`src/rtl/cfgp_pkg.sv`:
```
package cfgp_pkg;

    localparam int CODE_W  = 7;
    localparam int VAL_W   = 6;
    localparam int REG_CNT = 1 << VAL_W;
    localparam int SEL_W   = VAL_W;
    localparam int ROUTE_W = 2 * VAL_W;

    localparam logic [SEL_W-1:0] REG_DST_HI = 'd0;
    localparam logic [SEL_W-1:0] REG_DST_LO = 'd1;
    localparam logic [SEL_W-1:0] REG_SRC_HI = 'd2;
    localparam logic [SEL_W-1:0] REG_SRC_LO = 'd3;

    typedef enum logic {
        CODE_DATA = 1'b0,
        CODE_SEL  = 1'b1
    } code_kind_e;

    typedef struct packed {
        logic               strobe;
        logic [CODE_W-1:0]  code;
    } port_byte_t;

    typedef struct packed {
        logic               we;
        logic [ROUTE_W-1:0] dst;
        logic [ROUTE_W-1:0] src;
    } route_wr_t;

    function automatic code_kind_e code_kind(input logic [CODE_W-1:0] code);
        return code[CODE_W-1] ? CODE_SEL : CODE_DATA;
    endfunction

    function automatic logic [VAL_W-1:0] code_payload(input logic [CODE_W-1:0] code);
        return code[VAL_W-1:0];
    endfunction

endpackage

```
`src/rtl/cfgp_port_sync.sv`:
```
module cfgp_port_sync
    import cfgp_pkg::*;
#(
    parameter int SYNC_STAGES = 2
) (
    input  logic              clk,
    input  logic              rst,
    input  logic [7:0]        port_in,
    output logic              cap_fire,
    output logic [CODE_W-1:0] cap_code
);

    port_byte_t sync_q [SYNC_STAGES];
    logic       strobe_prev_q;

    always_ff @(posedge clk) begin
        if (rst) sync_q[0] <= '0;
        else     sync_q[0] <= port_byte_t'(port_in);
    end

    for (genvar s = 1; s < SYNC_STAGES; s++) begin : g_stage
        always_ff @(posedge clk) begin
            if (rst) sync_q[s] <= '0;
            else     sync_q[s] <= sync_q[s-1];
        end
    end

    always_ff @(posedge clk) begin
        if (rst) strobe_prev_q <= 1'b0;
        else     strobe_prev_q <= sync_q[SYNC_STAGES-1].strobe;
    end

    assign cap_fire = sync_q[SYNC_STAGES-1].strobe & ~strobe_prev_q;
    assign cap_code = sync_q[SYNC_STAGES-1].code;

endmodule

```
`src/rtl/cfgp_regfile.sv`:
```
module cfgp_regfile
    import cfgp_pkg::*;
(
    input  logic              clk,
    input  logic              rst,
    input  logic              cap_fire,
    input  logic [CODE_W-1:0] cap_code,
    output logic              sel_valid,
    output logic [SEL_W-1:0]  sel_idx,
    output logic [VAL_W-1:0]  sel_val,
    output route_wr_t         route_wr
);

    logic [VAL_W-1:0] regs_q [REG_CNT];
    logic             sel_valid_q;
    logic [SEL_W-1:0] sel_idx_q;
    logic             do_select;
    logic             do_write;
    logic [VAL_W-1:0] payload;

    assign payload   = code_payload(cap_code);
    assign do_select = cap_fire && (code_kind(cap_code) == CODE_SEL);
    assign do_write  = cap_fire && (code_kind(cap_code) == CODE_DATA) && sel_valid_q;

    always_ff @(posedge clk) begin
        if (rst) begin
            sel_valid_q <= 1'b0;
            sel_idx_q   <= '0;
        end else if (do_select) begin
            sel_valid_q <= 1'b1;
            sel_idx_q   <= payload;
        end
    end

    for (genvar r = 0; r < REG_CNT; r++) begin : g_reg
        always_ff @(posedge clk) begin
            if (rst)                                         regs_q[r] <= '0;
            else if (do_write && sel_idx_q == SEL_W'(r))     regs_q[r] <= payload;
        end
    end

    always_comb begin
        route_wr.we  = do_write && (sel_idx_q == REG_SRC_LO);
        route_wr.dst = {regs_q[REG_DST_HI], regs_q[REG_DST_LO]};
        route_wr.src = {regs_q[REG_SRC_HI], payload};
    end

    assign sel_valid = sel_valid_q;
    assign sel_idx   = sel_idx_q;
    assign sel_val   = regs_q[sel_idx_q];

endmodule

```
`src/rtl/cfgp_route_table.sv`:
```
module cfgp_route_table
    import cfgp_pkg::*;
#(
    parameter int TBL_DEPTH = 16,
    localparam int AW = (TBL_DEPTH > 1) ? $clog2(TBL_DEPTH) : 1
) (
    input  logic               clk,
    input  logic               rst,
    input  route_wr_t          route_wr,
    input  logic [AW-1:0]      rd_dst,
    output logic [ROUTE_W-1:0] rd_src
);

    logic [ROUTE_W-1:0] tbl_q [TBL_DEPTH];
    logic               in_range;

    assign in_range = int'(route_wr.dst) < TBL_DEPTH;

    for (genvar e = 0; e < TBL_DEPTH; e++) begin : g_entry
        always_ff @(posedge clk) begin
            if (rst)
                tbl_q[e] <= '0;
            else if (route_wr.we && in_range && int'(route_wr.dst) == e)
                tbl_q[e] <= route_wr.src;
        end
    end

    always_comb begin
        rd_src = '0;
        if (int'(rd_dst) < TBL_DEPTH) rd_src = tbl_q[rd_dst];
    end

endmodule

```
`src/rtl/cfgport_slave.sv`:
```
module cfgport_slave
    import cfgp_pkg::*;
#(
    parameter int TBL_DEPTH = 16,
    localparam int AW = (TBL_DEPTH > 1) ? $clog2(TBL_DEPTH) : 1
) (
    input  logic               clk,
    input  logic               rst,
    input  logic [7:0]         port_in,
    output logic [15:0]        rd_word,
    input  logic [AW-1:0]      route_rd_dst,
    output logic [ROUTE_W-1:0] route_rd_src
);

    logic              cap_fire;
    logic [CODE_W-1:0] cap_code;
    logic              sel_valid;
    logic [SEL_W-1:0]  sel_idx;
    logic [VAL_W-1:0]  sel_val;
    route_wr_t         route_wr;

    cfgp_port_sync #(.SYNC_STAGES(2)) u_sync (
        .clk      (clk),
        .rst      (rst),
        .port_in  (port_in),
        .cap_fire (cap_fire),
        .cap_code (cap_code)
    );

    cfgp_regfile u_regs (
        .clk       (clk),
        .rst       (rst),
        .cap_fire  (cap_fire),
        .cap_code  (cap_code),
        .sel_valid (sel_valid),
        .sel_idx   (sel_idx),
        .sel_val   (sel_val),
        .route_wr  (route_wr)
    );

    cfgp_route_table #(.TBL_DEPTH(TBL_DEPTH)) u_table (
        .clk      (clk),
        .rst      (rst),
        .route_wr (route_wr),
        .rd_dst   (route_rd_dst),
        .rd_src   (route_rd_src)
    );

    always_comb begin
        rd_word = '0;
        if (sel_valid) rd_word[14:8] = {1'b0, sel_val};
    end

endmodule

```
`config.mk`:
```
export PLATFORM = sky130hd
export DESIGN_NAME = cfgport_slave
export DESIGN_NICKNAME = d
export VERILOG_FILES = /design/src/rtl/cfgp_pkg.sv /design/src/rtl/cfgp_port_sync.sv /design/src/rtl/cfgp_regfile.sv /design/src/rtl/cfgp_route_table.sv /design/src/rtl/cfgport_slave.sv
export SDC_FILE = /design/constraint.sdc
export NUM_CORES = 1
export LEC_CHECK = 0
export BUFFER_PORTS_ARGS = -buffer_cell sky130_fd_sc_hd__buf_2
export CELL_PAD_IN_SITES_DETAIL_PLACEMENT = 0
export CELL_PAD_IN_SITES_GLOBAL_PLACEMENT = 1
export CORE_UTILIZATION = 45
export CTS_BUF_LIST = sky130_fd_sc_hd__clkbuf_8
export DETAILED_ROUTE_END_ITERATION = 8
export PLACE_DENSITY_LB_ADDON = 0.15
export SETUP_SLACK_MARGIN = 0.02
export SKIP_CTS_REPAIR_TIMING = 1
export SLEW_MARGIN = 40
export SYNTH_ARGS = -nofsm -noshare
export SYNTH_HDL_FRONTEND = slang
export SYNTH_SLANG_ARGS = --single-unit
```
`constraint.sdc`:
```
create_clock -name clk -period 3.3 [get_ports clk]
set_input_delay 0.33 -clock clk [delete_from_list [all_inputs] [get_ports clk]]
set_output_delay 0.33 -clock clk [all_outputs]
set_load 0.1 [all_outputs]
```
==> Word-level counts from Yosys, hierarchy flattened <==
Memory sizes are Yosys's and may differ from the RTL's. A register that Yosys moved wholly into a read port is not among the register bits.
Index checks and enable logic that the tools add are counted.
{ "totals": {"inputBits": 14, "ff_bits": 8, "ramBits": 592, "word_cells": 585, "mem_count": 3} }
{ "classes": {"bitwise": 85, "order_cmp": 1, "n_eq_ne": 78, "n_reduce_logical": 86, "mux": 329} }
{ "memory_table": {"columns": ["memory", "depth", "word_bits", "read_ports", "rd_clocked_by_memory_dff", "write_ports", "line_no", "rtl"], "rows": [
  ["u_regs.regs_q", 64, 6, 4, 1, 64, "cfgp_regfile.sv:14", "logic [VAL_W-1:0] regs_q [REG_CNT];"],
  ["u_table.tbl_q", 16, 12, 1, 0, 16, "cfgp_route_table.sv:14", "logic [ROUTE_W-1:0] tbl_q [TBL_DEPTH];"],
  ["u_sync.sync_q", 2, 8, 2, 0, 2, "cfgp_port_sync.sv:13", "port_byte_t sync_q [SYNC_STAGES];"]
]} }
{ "op_table": {"columns": ["op", "n"], "rows": [
  ["2-to-1 mux 6 bit", 67],
  ["2-to-1 mux 1 bit", 244],
  ["equality test 6 bit, second input constant", 32],
  ["2-to-1 mux 12 bit", 16],
  ["equality test 12 x 5 -> 1 bit, second input constant", 8],
  ["equality test 6 x 5 -> 1 bit, second input constant", 16],
  ["logical AND 1 bit", 84],
  ["bitwise OR 1 bit", 82],
  ["equality test 12 x 4 -> 1 bit, second input constant", 4],
  ["equality test 6 x 4 -> 1 bit, second input constant", 8],
  ["equality test 12 x 3 -> 1 bit, second input constant", 2],
  ["equality test 6 x 3 -> 1 bit, second input constant", 4],
  ["2-to-1 mux 8 bit", 2],
  ["equality test 12 x 2 -> 1 bit, second input constant", 1],
  ["equality test 6 x 2 -> 1 bit, second input constant", 2],
  ["logical NOT 12 bit", 1],
  ["less-than comparator 12 x 5 -> 1 bit, second input constant", 1],
  ["equality test 6 x 1 -> 1 bit, second input constant", 1],
  ["logical NOT 6 bit", 1],
  ["inverter 1 bit", 2],
  ["AND 1 bit", 1]
]} }

==> Depth between registers and ports, before layout <==
Gate-level depths: netlist of the first run.
An unclocked memory read counts as a cell.
{ "logic_depth": {"ltp_word": 12, "mapped_depth": 10, "depth_no_buf": 5} }

==> Cells and area by module <==
From an unflattened synthesis of the first run, not the netlist that was laid out.
{ "hier_totals": {"cells_unflattened": 1940, "area_unflattened_um2": 27971.8} }
{ "by_module_without_submodules": {"columns": ["mod", "area_per_inst_um2", "cells_per_inst", "instances"], "rows": [
  ["cfgp_regfile", 18641.6, 1285, 1],
  ["cfgp_route_table", 8679.6, 595, 1],
  ["cfgp_port_sync", 534.3, 43, 1],
  ["cfgport_slave", 116.4, 17, 1]
]} }

==> Worst setup path after synthesis of the first run <==
No wires, ideal clock.
{ "synth_timing": {"kind": "flip-flop to output port", "start": "reg (tool-made name)", "end": "out rd_word[8]", "path_stages_with_launch": 9, "t_required_ns": 2.970, "setup_slack_ns": -1.641, "path_buffers": 4, "arrival_time_ns": 4.611, "cell_sequence": "dfxtp_1 buf_4 buf_6 buf_6 buf_6 nor2b_1 a22oi_1 and3_1 o41ai_1"} }
{ "synth_rtl": {"columns": ["element", "line_no", "rtl"], "rows": [
  ["to (decl)", "cfgport_slave.sv:10", "output logic [15:0] rd_word,"]
]} }

==> summary.md, run 1 <==
| Metric | Value |
|---|---|
| Leak | `12.9 nW` |
| Synth Flop Type | `edfxtp_1` |
| Number of remaining DRC errors | `0` |
| Hpwl dp | `48000 um` |
| Tcrit/Tclk final | `0.991` |
| Final Cell Area | `31900 sq um` |
| Initial DRC Count | `1989` |
| Wirelength per Cell | `27.8 um` |
| Final critical-path required period | `3270 ps` |
| Gr usage total | `0.249` |
| IO Count | `42` |
| Global placer's final weighted congestion | `0.828` |
| Clock transition at path regs | `60 ps` |
| Synth top area share | `0.619` |
| Die Height | `251 um` |
| Worst Path Required | `2970 ps` |
| Post-synthesis sequential area ratio | `0.641` |
| Clk Latency, worst-skew pair | `710 ps` |
| Reg2reg start | `u_regs.sel_idx[0]` |
| Critical Path Most Common Cell | `buf_6` |
| Crit path DAT | `2940 ps` |
| Grt total ovfl | `0` |
| HP Class | `primary input to register` |
| Top cells by area in the synthesized netlist | `edfxtp_1 (62%), mux4_2 (13%), and3_1 (8.6%), and2_1 (4.3%), clkbuf_1 (2.2%)` |
| FMAX | `306 MHz` |
| Avg Cell Area, Syn | `14.5 sq um` |
| Status | `finished clean` |
| Fin util | `0.524` |
| Area Growth Syn to Fin | `14.1%` |
| Critical path class | `register to primary output` |
| Clock Skews | `36.6 ps` |
| Pwr Density | `495 nW/um^2` |
| Share of cells above drive strength 1 | `0.269` |
| H-Tree Depth | `3` |
| Post-DP Area | `29100 sq um` |
| Slew Viols, Final | `0` |
| Vias in the first global route | `16494` |
| Via/cell ratio | `5.99` |
| Synthesized area | `27900 sq um` |
| Site Rows | `90` |
| Cell Chain, Critical Path | `buf_6 -> buf_6 -> mux4_2 -> nor3b_2 -> or4_4 -> nor4_4 -> or3_4 -> buf_12` |
| Yosys warnings | `0` |
| Hold EP | `u_sync.sync_q[1][3]` |
| Fin. Hold Viols | `0` |
| Via count | `17077` |
| DRT antenna net count | `0` |
| I/O Buffers | `31` |
| Pin count of the biggest net entering global routing | `97` |
| Most numerous cell in the Yosys netlist | `edfxtp_1` |
| CP Max Fanout | `7` |
| Post-synth EDFFs | `576` |
| Endpoints failing setup | `0` |
| Post-synth cell types | `49` |
| Die width | `251 um` |
| Multi-input logic area | `9490 sq um` |
| HP Start | `rst` |
| Die area | `63100 sq um` |
| RR Endpoint | `u_table.tbl_q[0][9]` |
| Async SR Flop Fraction | `0` |
| Clk buf depth | `3` |
| Flop2flop setup slack | `250 ps` |
| CP max-delay cell | `or4_4` |
| Max_slew headroom | `0.422` |
| DRT Pass-1 Iters | `5` |
| Root Driver | `clkbuf_8` |
| Synth top cells by count | `edfxtp_1 (576), and3_1 (385), and2_1 (193)` |
| Total Neg Setup Slack | `0 ps` |
| WHS Path Cells | `3` |
| Nets | `2002` |
| Fillers | `5074` |
| Non-filler instance count after layout | `2851` |
| First-pass GRT wire length | `114000 um` |
| CP Launch Type | `register` |
| CTS Buf Count | `104` |
| #FFs+latches synth | `606` |
| Reg area | `17900 sq um` |
| Maximum VDD drop | `0.293 mV` |
| Initial antenna violation count | `2` |
| Mapped Cells | `1923` |
| Crit-path max cell delay | `560 ps` |
| Routed WL | `79400 um` |
| Crit. End Element | `primary output` |
| Cell count of the worst reg-to-reg path | `6` |
| MaxCap Viol Count | `0` |
| Unrepaired setup endpoints after global routing | `true` |
| Initial core utilization | `0.459` |
| Cell taking the most area after synthesis | `edfxtp_1` |
| TritonCTS clock tree | `built` |
| Core Region | `60800 sq um` |
| Post-placement cell count | `2619` |
| Clock Sinks | `606` |
| Worst Tran Pin Value | `867 ps` |
==> final cells by class <==
| cell class | instances | share of cell area |
|---|---|---|
| Timing Repair Buffer | 173 | 0.0512 |
| Clock inverter | 80 | 0.0117 |
| Tap cell | 782 | 0.0307 |
| Multi-Input combinational cell | 1099 | 0.298 |
| Sequential cell | 606 | 0.562 |
| Antenna cell | 1 | 0.0000785 |
| Clock buffer | 106 | 0.0458 |
| Inverter | 4 | 0.000471 |
==> worst max-delay path by stage <==
stage / from / endpoint / slack, ps / cells after the start
after floorplan: register / rd_word[8] / -320 / 8
after global placement: u_regs.sel_idx[4] / u_table.tbl_q[12][6] / 240 / 6
after detailed placement: u_regs.sel_idx[4] / u_table.tbl_q[12][8] / 240 / 6
after CTS: register / rd_word[10] / -510 / 7
after global routing: register / rd_word[12] / -50 / 8
final: register / rd_word[12] / 30 / 8
==> cells by family (layout without fill, tap and decap cells) <==
kind of cell,after synthesis,in the layout,synth area share
flip-flops,606,606,0.641
buffers and inverters,227,363,0.0356
AO/OA/AOI/OAI,70,70,0.0160
multiplexers,169,169,0.131
AND/OR/NAND/NOR,850,850,0.177
other,1,11,0.000134
==> where the power goes <==
part	internal, mW	total, mW	leakage, nW	switching, mW
logic	0.261	0.889	5.60	0.629
clock network	3.05	6.15	1.08	3.09
registers	8.64	8.75	6.20	0.113
==> worst max-delay path, delay by kind of cell, from the launching register on <==
kind | cells | cell delay (ps)
DFF | 1 | 400
muxes | 1 | 330
and+or+nand+nor | 4 | 1060
buffers and inverters | 3 | 440
==> flip-flops by register name (all words and copies together) (netlist names), named ones only <==
| name | count |
|---|---|
| u_table.tbl_q | 192 |
| u_sync.sync_q | 16 |
| u_regs.regs_q | 384 |
| u_sync.strobe_prev_q | 1 |
| u_regs.sel_valid | 1 |
| u_regs.sel_idx | 6 |
==> through the flow <==
stage | worst slack [ps] | power (mW) | hold slack, ps
after floorplan | -316 | 9.45 | 414
after global placement | 239 | 9.77 | 416
after detailed placement | 240 | 9.78 | 422
after CTS | -510 | 15.9 | -197
after global routing | -48.5 | 16.3 | 178
final | 29.3 | 15.8 | 186
==> metal layers <==
metal	vias up	track usage	share of wire
met3	118	0.0461	0.075
li1	7407	-	-
met1	8885	0.372	0.44
met5	-	0	0
met4	0	0.0605	0.020
met2	667	0.378	0.46
==> placed cells by master (no fill, tap or decap), drive strengths merged, types with 10 or more instances in the layout <==
master	instances
a22oi	12
and2	193
and3	385
buf	162
clkbuf	109
clkinv	32
conb	10
dfxtp	30
edfxtp	576
inv	46
mux4	156
nand2	139
nand2b	11
nor2	46
nor2b	27
nor3	17
o21ai	17
o22ai	20
No activity file was read; power rests on OpenSTA's default activity.
==> inputs of run 2 (changes only) <==
- REMOVE_ABC_BUFFERS: default -> 1
==> run 2 against run 1 <==
Net effect:
- final cell count increased by 0.18%
- critical path type unchanged
- clock skew decreased by 9.4 ps
- global-route usage decreased by 1.0 points
- sequential share of layout area decreased by 0.21 points
- maximum frequency decreased by 0.46%
- sequential power about the same
- power increased by 1.2%
- sequential cell count unchanged
==> summary.md, run 2 (synthesized netlist as in run 1, its figures left out) <==
| Metric | Value |
|---|---|
| Status | `finished clean` |
| Cell Chain, Critical Path | `buf_12 -> mux4_2 -> mux2_4 -> o22ai_4 -> o31ai_4 -> or3_4 -> buf_12` |
| Clock transition at path regs | `60 ps` |
| Maximum VDD drop | `0.328 mV` |
| Vias in the first global route | `16553` |
| Grt total ovfl | `0` |
| Site Rows | `90` |
| I/O Buffers | `31` |
| Die width | `251 um` |
| HP Start | `rst` |
| Post-placement cell count | `2630` |
| Crit-path max cell delay | `500 ps` |
| CP max-delay cell | `mux4_2` |
| Via/cell ratio | `5.80` |
| HP Class | `primary input to register` |
| Tcrit/Tclk final | `0.996` |
| CTS Buf Count | `100` |
| Initial antenna violation count | `1` |
| Routed WL | `75400 um` |
| Post-place setup slack | `241 ps` |
| Worst setup margin | `14.0 ps` |
| Biggest regs | `u_regs.regs_q x384, u_table.tbl_q x192, u_sync.sync_q x16` |
| Clock Skews | `27.2 ps` |
| Hold EP | `u_sync.sync_q[0][7]` |
| Root Driver | `clkbuf_8` |
| Via count | `16566` |
| Fin. Hold Viols | `0` |
| H-Tree Depth | `3` |
| Largest Register | `u_regs.regs_q` |
| Total Neg Setup Slack | `0 ps` |
| RR Endpoint | `u_table.tbl_q[0][11]` |
| Core Region | `60800 sq um` |
| Hpwl dp | `45900 um` |
| Leak | `13.0 nW` |
| Number of remaining DRC errors | `0` |
| FMAX | `304 MHz` |
| First-pass GRT wire length | `110000 um` |
| Clk buf depth | `3` |
| IO Count | `42` |
| Critical path class | `register to primary output` |
| Fin util | `0.526` |
| Hold Slack | `166 ps` |
| CP Max Fanout | `5` |
| Max_slew headroom | `0.449` |
| DRT Pass-1 Iters | `5` |
| Wirelength per Cell | `26.4 um` |
| Share of cells above drive strength 1 | `0.258` |
| Final critical-path required period | `3290 ps` |
| Nets | `2000` |
| Area Growth Syn to Fin | `14.6%` |
| Pwr Density | `499 nW/um^2` |
| Top Metal Used | `met4` |
| Critical Path Most Common Cell | `buf_12` |
| Most frequent cells in the layout | `edfxtp_1 (576), and3_1 (385), and2_1 (193)` |
| Max reg flops | `384` |
| Unrepaired setup endpoints after global routing | `true` |
| Endpoints failing setup | `0` |
| WHS Path Cells | `3` |
| Crit. End Element | `primary output` |
| DRT antenna net count | `0` |
| Flop2flop setup slack | `460 ps` |
| Reg2reg start | `u_regs.sel_idx[0]` |
| Met2 WL | `38200 um` |
| TritonCTS clock tree | `built` |
| Gr usage total | `0.239` |
| Commonest non-fill, non-tap cell in the layout | `edfxtp_1` |
| CP Launch Type | `register` |
| Die Height | `251 um` |
| Worst Tran Pin Value | `827 ps` |
| MaxCap Viol Count | `0` |
| Initial core utilization | `0.459` |
| Non-filler instance count after layout | `2856` |
| Metal3 WL | `3510 um` |
| Clock Sinks | `606` |
| Metal-1 WL | `31500 um` |
| Global placer's final weighted congestion | `0.815` |
| Worst Path Required | `2970 ps` |
| Die area | `63100 sq um` |
| Initial DRC Count | `1474` |
| Crit path DAT | `2960 ps` |
| Pin count of the biggest net entering global routing | `97` |
| Slew Viols, Final | `0` |
| Cell count of the worst reg-to-reg path | `6` |
| Clk Latency, worst-skew pair | `700 ps` |
==> run 2: critical path: cells and delay by family, from the launching register on <==
family          cells  cell delay (ps)
simple gates        1              420
compound gates      2              210
buf+inv             2              350
flops               1              450
mux                 2              790
==> run 2: layout make-up <==
class | count | area, sq um
Inverter | 4 | 15.0
Antenna cell | 2 | 5.00
Fill cell | 5016 | 28800
Multi-Input combinational cell | 1099 | 9390
Tap cell | 782 | 978
Clock inverter | 78 | 407
Sequential cell | 606 | 17900
Clock buffer | 110 | 1510
Timing Repair Buffer | 175 | 1770
==> run 2: through the flow <==
| stage | total power, mW | area (sq um) |
|---|---|---|
| floorplan | 9.40 | 27000 |
| global placement | 9.75 | 29200 |
| detailed placement | 9.77 | 29200 |
| CTS | 16.1 | 31200 |
| global route | 16.5 | 32000 |
| finish | 16.0 | 32000 |
==> run 2: power by group <==
group	internal (mW)	switching [mW]	leakage, nW	total [mW]
Sequential	8.64	0.123	6.20	8.76
Clock	3.30	3.07	1.11	6.37
Combinational	0.262	0.590	5.66	0.852
==> run 2: metal layers <==
layer  vias up  track usage
met5         -            0
met4         0       0.0784
met3       136       0.0347
met2       474        0.409
met1      8531        0.313
li1       7425            -
==> run 2: worst max path at each step <==
stage | from | endpoint | slack, ps
after floorplan | register | rd_word[8] | -4460
after global placement | register | rd_word[8] | 220
after detailed placement | register | rd_word[10] | 240
after CTS | register | rd_word[12] | -550
after global routing | register | rd_word[10] | -40
final | register | rd_word[10] | 10
==> inputs of run 3 (changes only) <==
- CELL_PAD_IN_SITES_DETAIL_PLACEMENT: 0 -> 1
- HOLD_SLACK_MARGIN: default -> 0.02
==> run 3 against run 2 <==
Net effect:
- final cell count fell by 0.88%
- sequential share of layout area rose by 0.54 points
- non-clock buffer count fell by 5
- routed wire length rose by 4.1%
- utilization fell by 0.51 points
- worst hold slack got worse by 7.6 ps
- first-iteration DRC count fell by 11%
- critical path depth did not move
- clock power fell by 3.6%
- register-to-register slack got worse by 20 ps
- the run now ends with setup timing left
==> summary.md, run 3 (synthesized netlist as in run 1, its figures left out) <==
| Metric | Value |
|---|---|
| Cell Chain, Critical Path | `buf_12 -> clkbuf_16 -> mux4_2 -> a22oi_2 -> a21oi_2 -> or3_4 -> buf_12` |
| Critical path's top delay family | `multiplexers` |
| Fin util | `0.521` |
| FMAX | `302 MHz` |
| DRT antenna net count | `0` |
| Number of remaining DRC errors | `0` |
| RR Endpoint | `u_table.tbl_q[0][0]` |
| Worst Path Required | `2970 ps` |
| Max_slew headroom | `0.434` |
| DRT Pass-1 Iters | `5` |
| Max reg flops | `384` |
| Largest Register | `u_regs.regs_q` |
| Initial antenna violation count | `3` |
| Die width | `251 um` |
| Biggest regs | `u_regs.regs_q x384, u_table.tbl_q x192, u_sync.sync_q x16` |
| Crit-path max cell delay | `540 ps` |
| Cell count of the worst reg-to-reg path | `6` |
| Clock Skews | `37.4 ps` |
| Pwr Density | `497 nW/um^2` |
| Crit path DAT | `2980 ps` |
| Wirelength per Cell | `27.7 um` |
| Worst setup margin | `-11.0 ps` |
| Worst path depth | `7` |
| Hpwl dp | `48700 um` |
| CP max-delay cell | `mux4_2` |
| Reg2reg start | `u_regs.sel_idx[0]` |
| Root Driver | `clkbuf_8` |
| Hold Slack | `158 ps` |
| Flop2flop setup slack | `440 ps` |
| Maximum VDD drop | `0.288 mV` |
| CTS Buf Count | `103` |
| Tcrit/Tclk final | `1.00` |
| CP bufs+invs | `3` |
| Share of cells above drive strength 1 | `0.253` |
| Initial core utilization | `0.459` |
| Gr usage total | `0.248` |
| Leak | `12.8 nW` |
| Final critical-path required period | `3310 ps` |
| Nets | `1998` |
| Site Rows | `90` |
| MaxCap Viol Count | `0` |
| Clock Sinks | `606` |
| Total Neg Setup Slack | `-20.6 ps` |
| Clk buf depth | `3` |
| Grt total ovfl | `0` |
| Routed WL | `78500 um` |
| Violated checks | `setup timing` |
| H-Tree Depth | `3` |
| TritonCTS clock tree | `built` |
| Final Cell Area | `31700 sq um` |
| Unrepaired setup endpoints after global routing | `true` |
| Clock transition at path regs | `60 ps` |
| Status | `finished, violations left` |
| Clk Latency, worst-skew pair | `710 ps` |
| Pin count of the biggest net entering global routing | `97` |
| Via count | `16759` |
| Core Region | `60800 sq um` |
| Slew Viols, Final | `0` |
| IO Count | `42` |
| Die area | `63100 sq um` |
| Global placer's final weighted congestion | `0.815` |
| Worst Tran Pin Value | `849 ps` |
| Critical Path Most Common Cell | `buf_12` |
| Post-placement cell count | `2630` |
| Most frequent cells in the layout | `edfxtp_1 (576), and3_1 (385), and2_1 (193)` |
| Endpoints failing setup | `3` |
| Crit. End Element | `primary output` |
| Critical path endpoint | `rd_word[12]` |
| Critical path class | `register to primary output` |
| Vias in the first global route | `17607` |
| Commonest non-fill, non-tap cell in the layout | `edfxtp_1` |
| CP Launch Type | `register` |
| Die Height | `251 um` |
| Fin. Hold Viols | `0` |
| Initial DRC Count | `1305` |
| HP Class | `primary input to register` |
| Non-filler instance count after layout | `2831` |
| Post-DP Area | `29200 sq um` |
| HP Start | `rst` |
| I/O Buffers | `31` |
| Area Growth Syn to Fin | `13.5%` |
| Via/cell ratio | `5.92` |
| First-pass GRT wire length | `115000 um` |
| WHS Path Cells | `3` |
| CP Max Fanout | `6` |
run 3: worst min path at each step:
stage | to | slack, ps
floorplan | u_regs.sel_valid | 400
global placement | u_sync.sync_q[1][5] | 420
detailed placement | u_sync.sync_q[1][1] | 430
CTS | u_sync.sync_q[0][7] | -220
global route | u_sync.sync_q[1][4] | 160
finish | u_sync.sync_q[1][7] | 160
run 3: metal layers:
metal | wire length, um | track usage | up-vias
met2 | 40600 | 0.430 | 459
met3 | 3450 | 0.0413 | 120
met5 | 0 | 0 | -
li1 | - | - | 7379
met4 | 1940 | 0.0768 | 0
met1 | 32500 | 0.317 | 8801
run 3: worst min-delay path, stage by stage:
cell     delay (ps)
buf_2           110
buf_4           250
nor2b_1         140
run 3: metrics by stage:
step	total power [mW]	setup WS [ps]
after floorplan	9.40	-4460
after global placement	9.75	220
after detailed placement	9.78	276
after CTS	15.9	-545
after global routing	16.2	-79.5
final	15.8	-11.0
run 3: report_power, final:
part / internal (mW) / leakage [nW] / total [mW] / switching [mW]
registers: 8.64 / 6.20 / 8.77 / 0.130
clock network: 3.11 / 1.02 / 6.14 / 3.03
logic: 0.260 / 5.60 / 0.849 / 0.589
run 3: final cells by class:
class                   count  area, sq um
well taps                 782          978
diodes                      2         5.00
clock inverters            61          309
multi-input cells        1099         9370
flip-flops and latches    606        17900
inverters                   4         15.0
repair buffers            170         1620
clock buffers             107         1470
fillers                  5845        29100
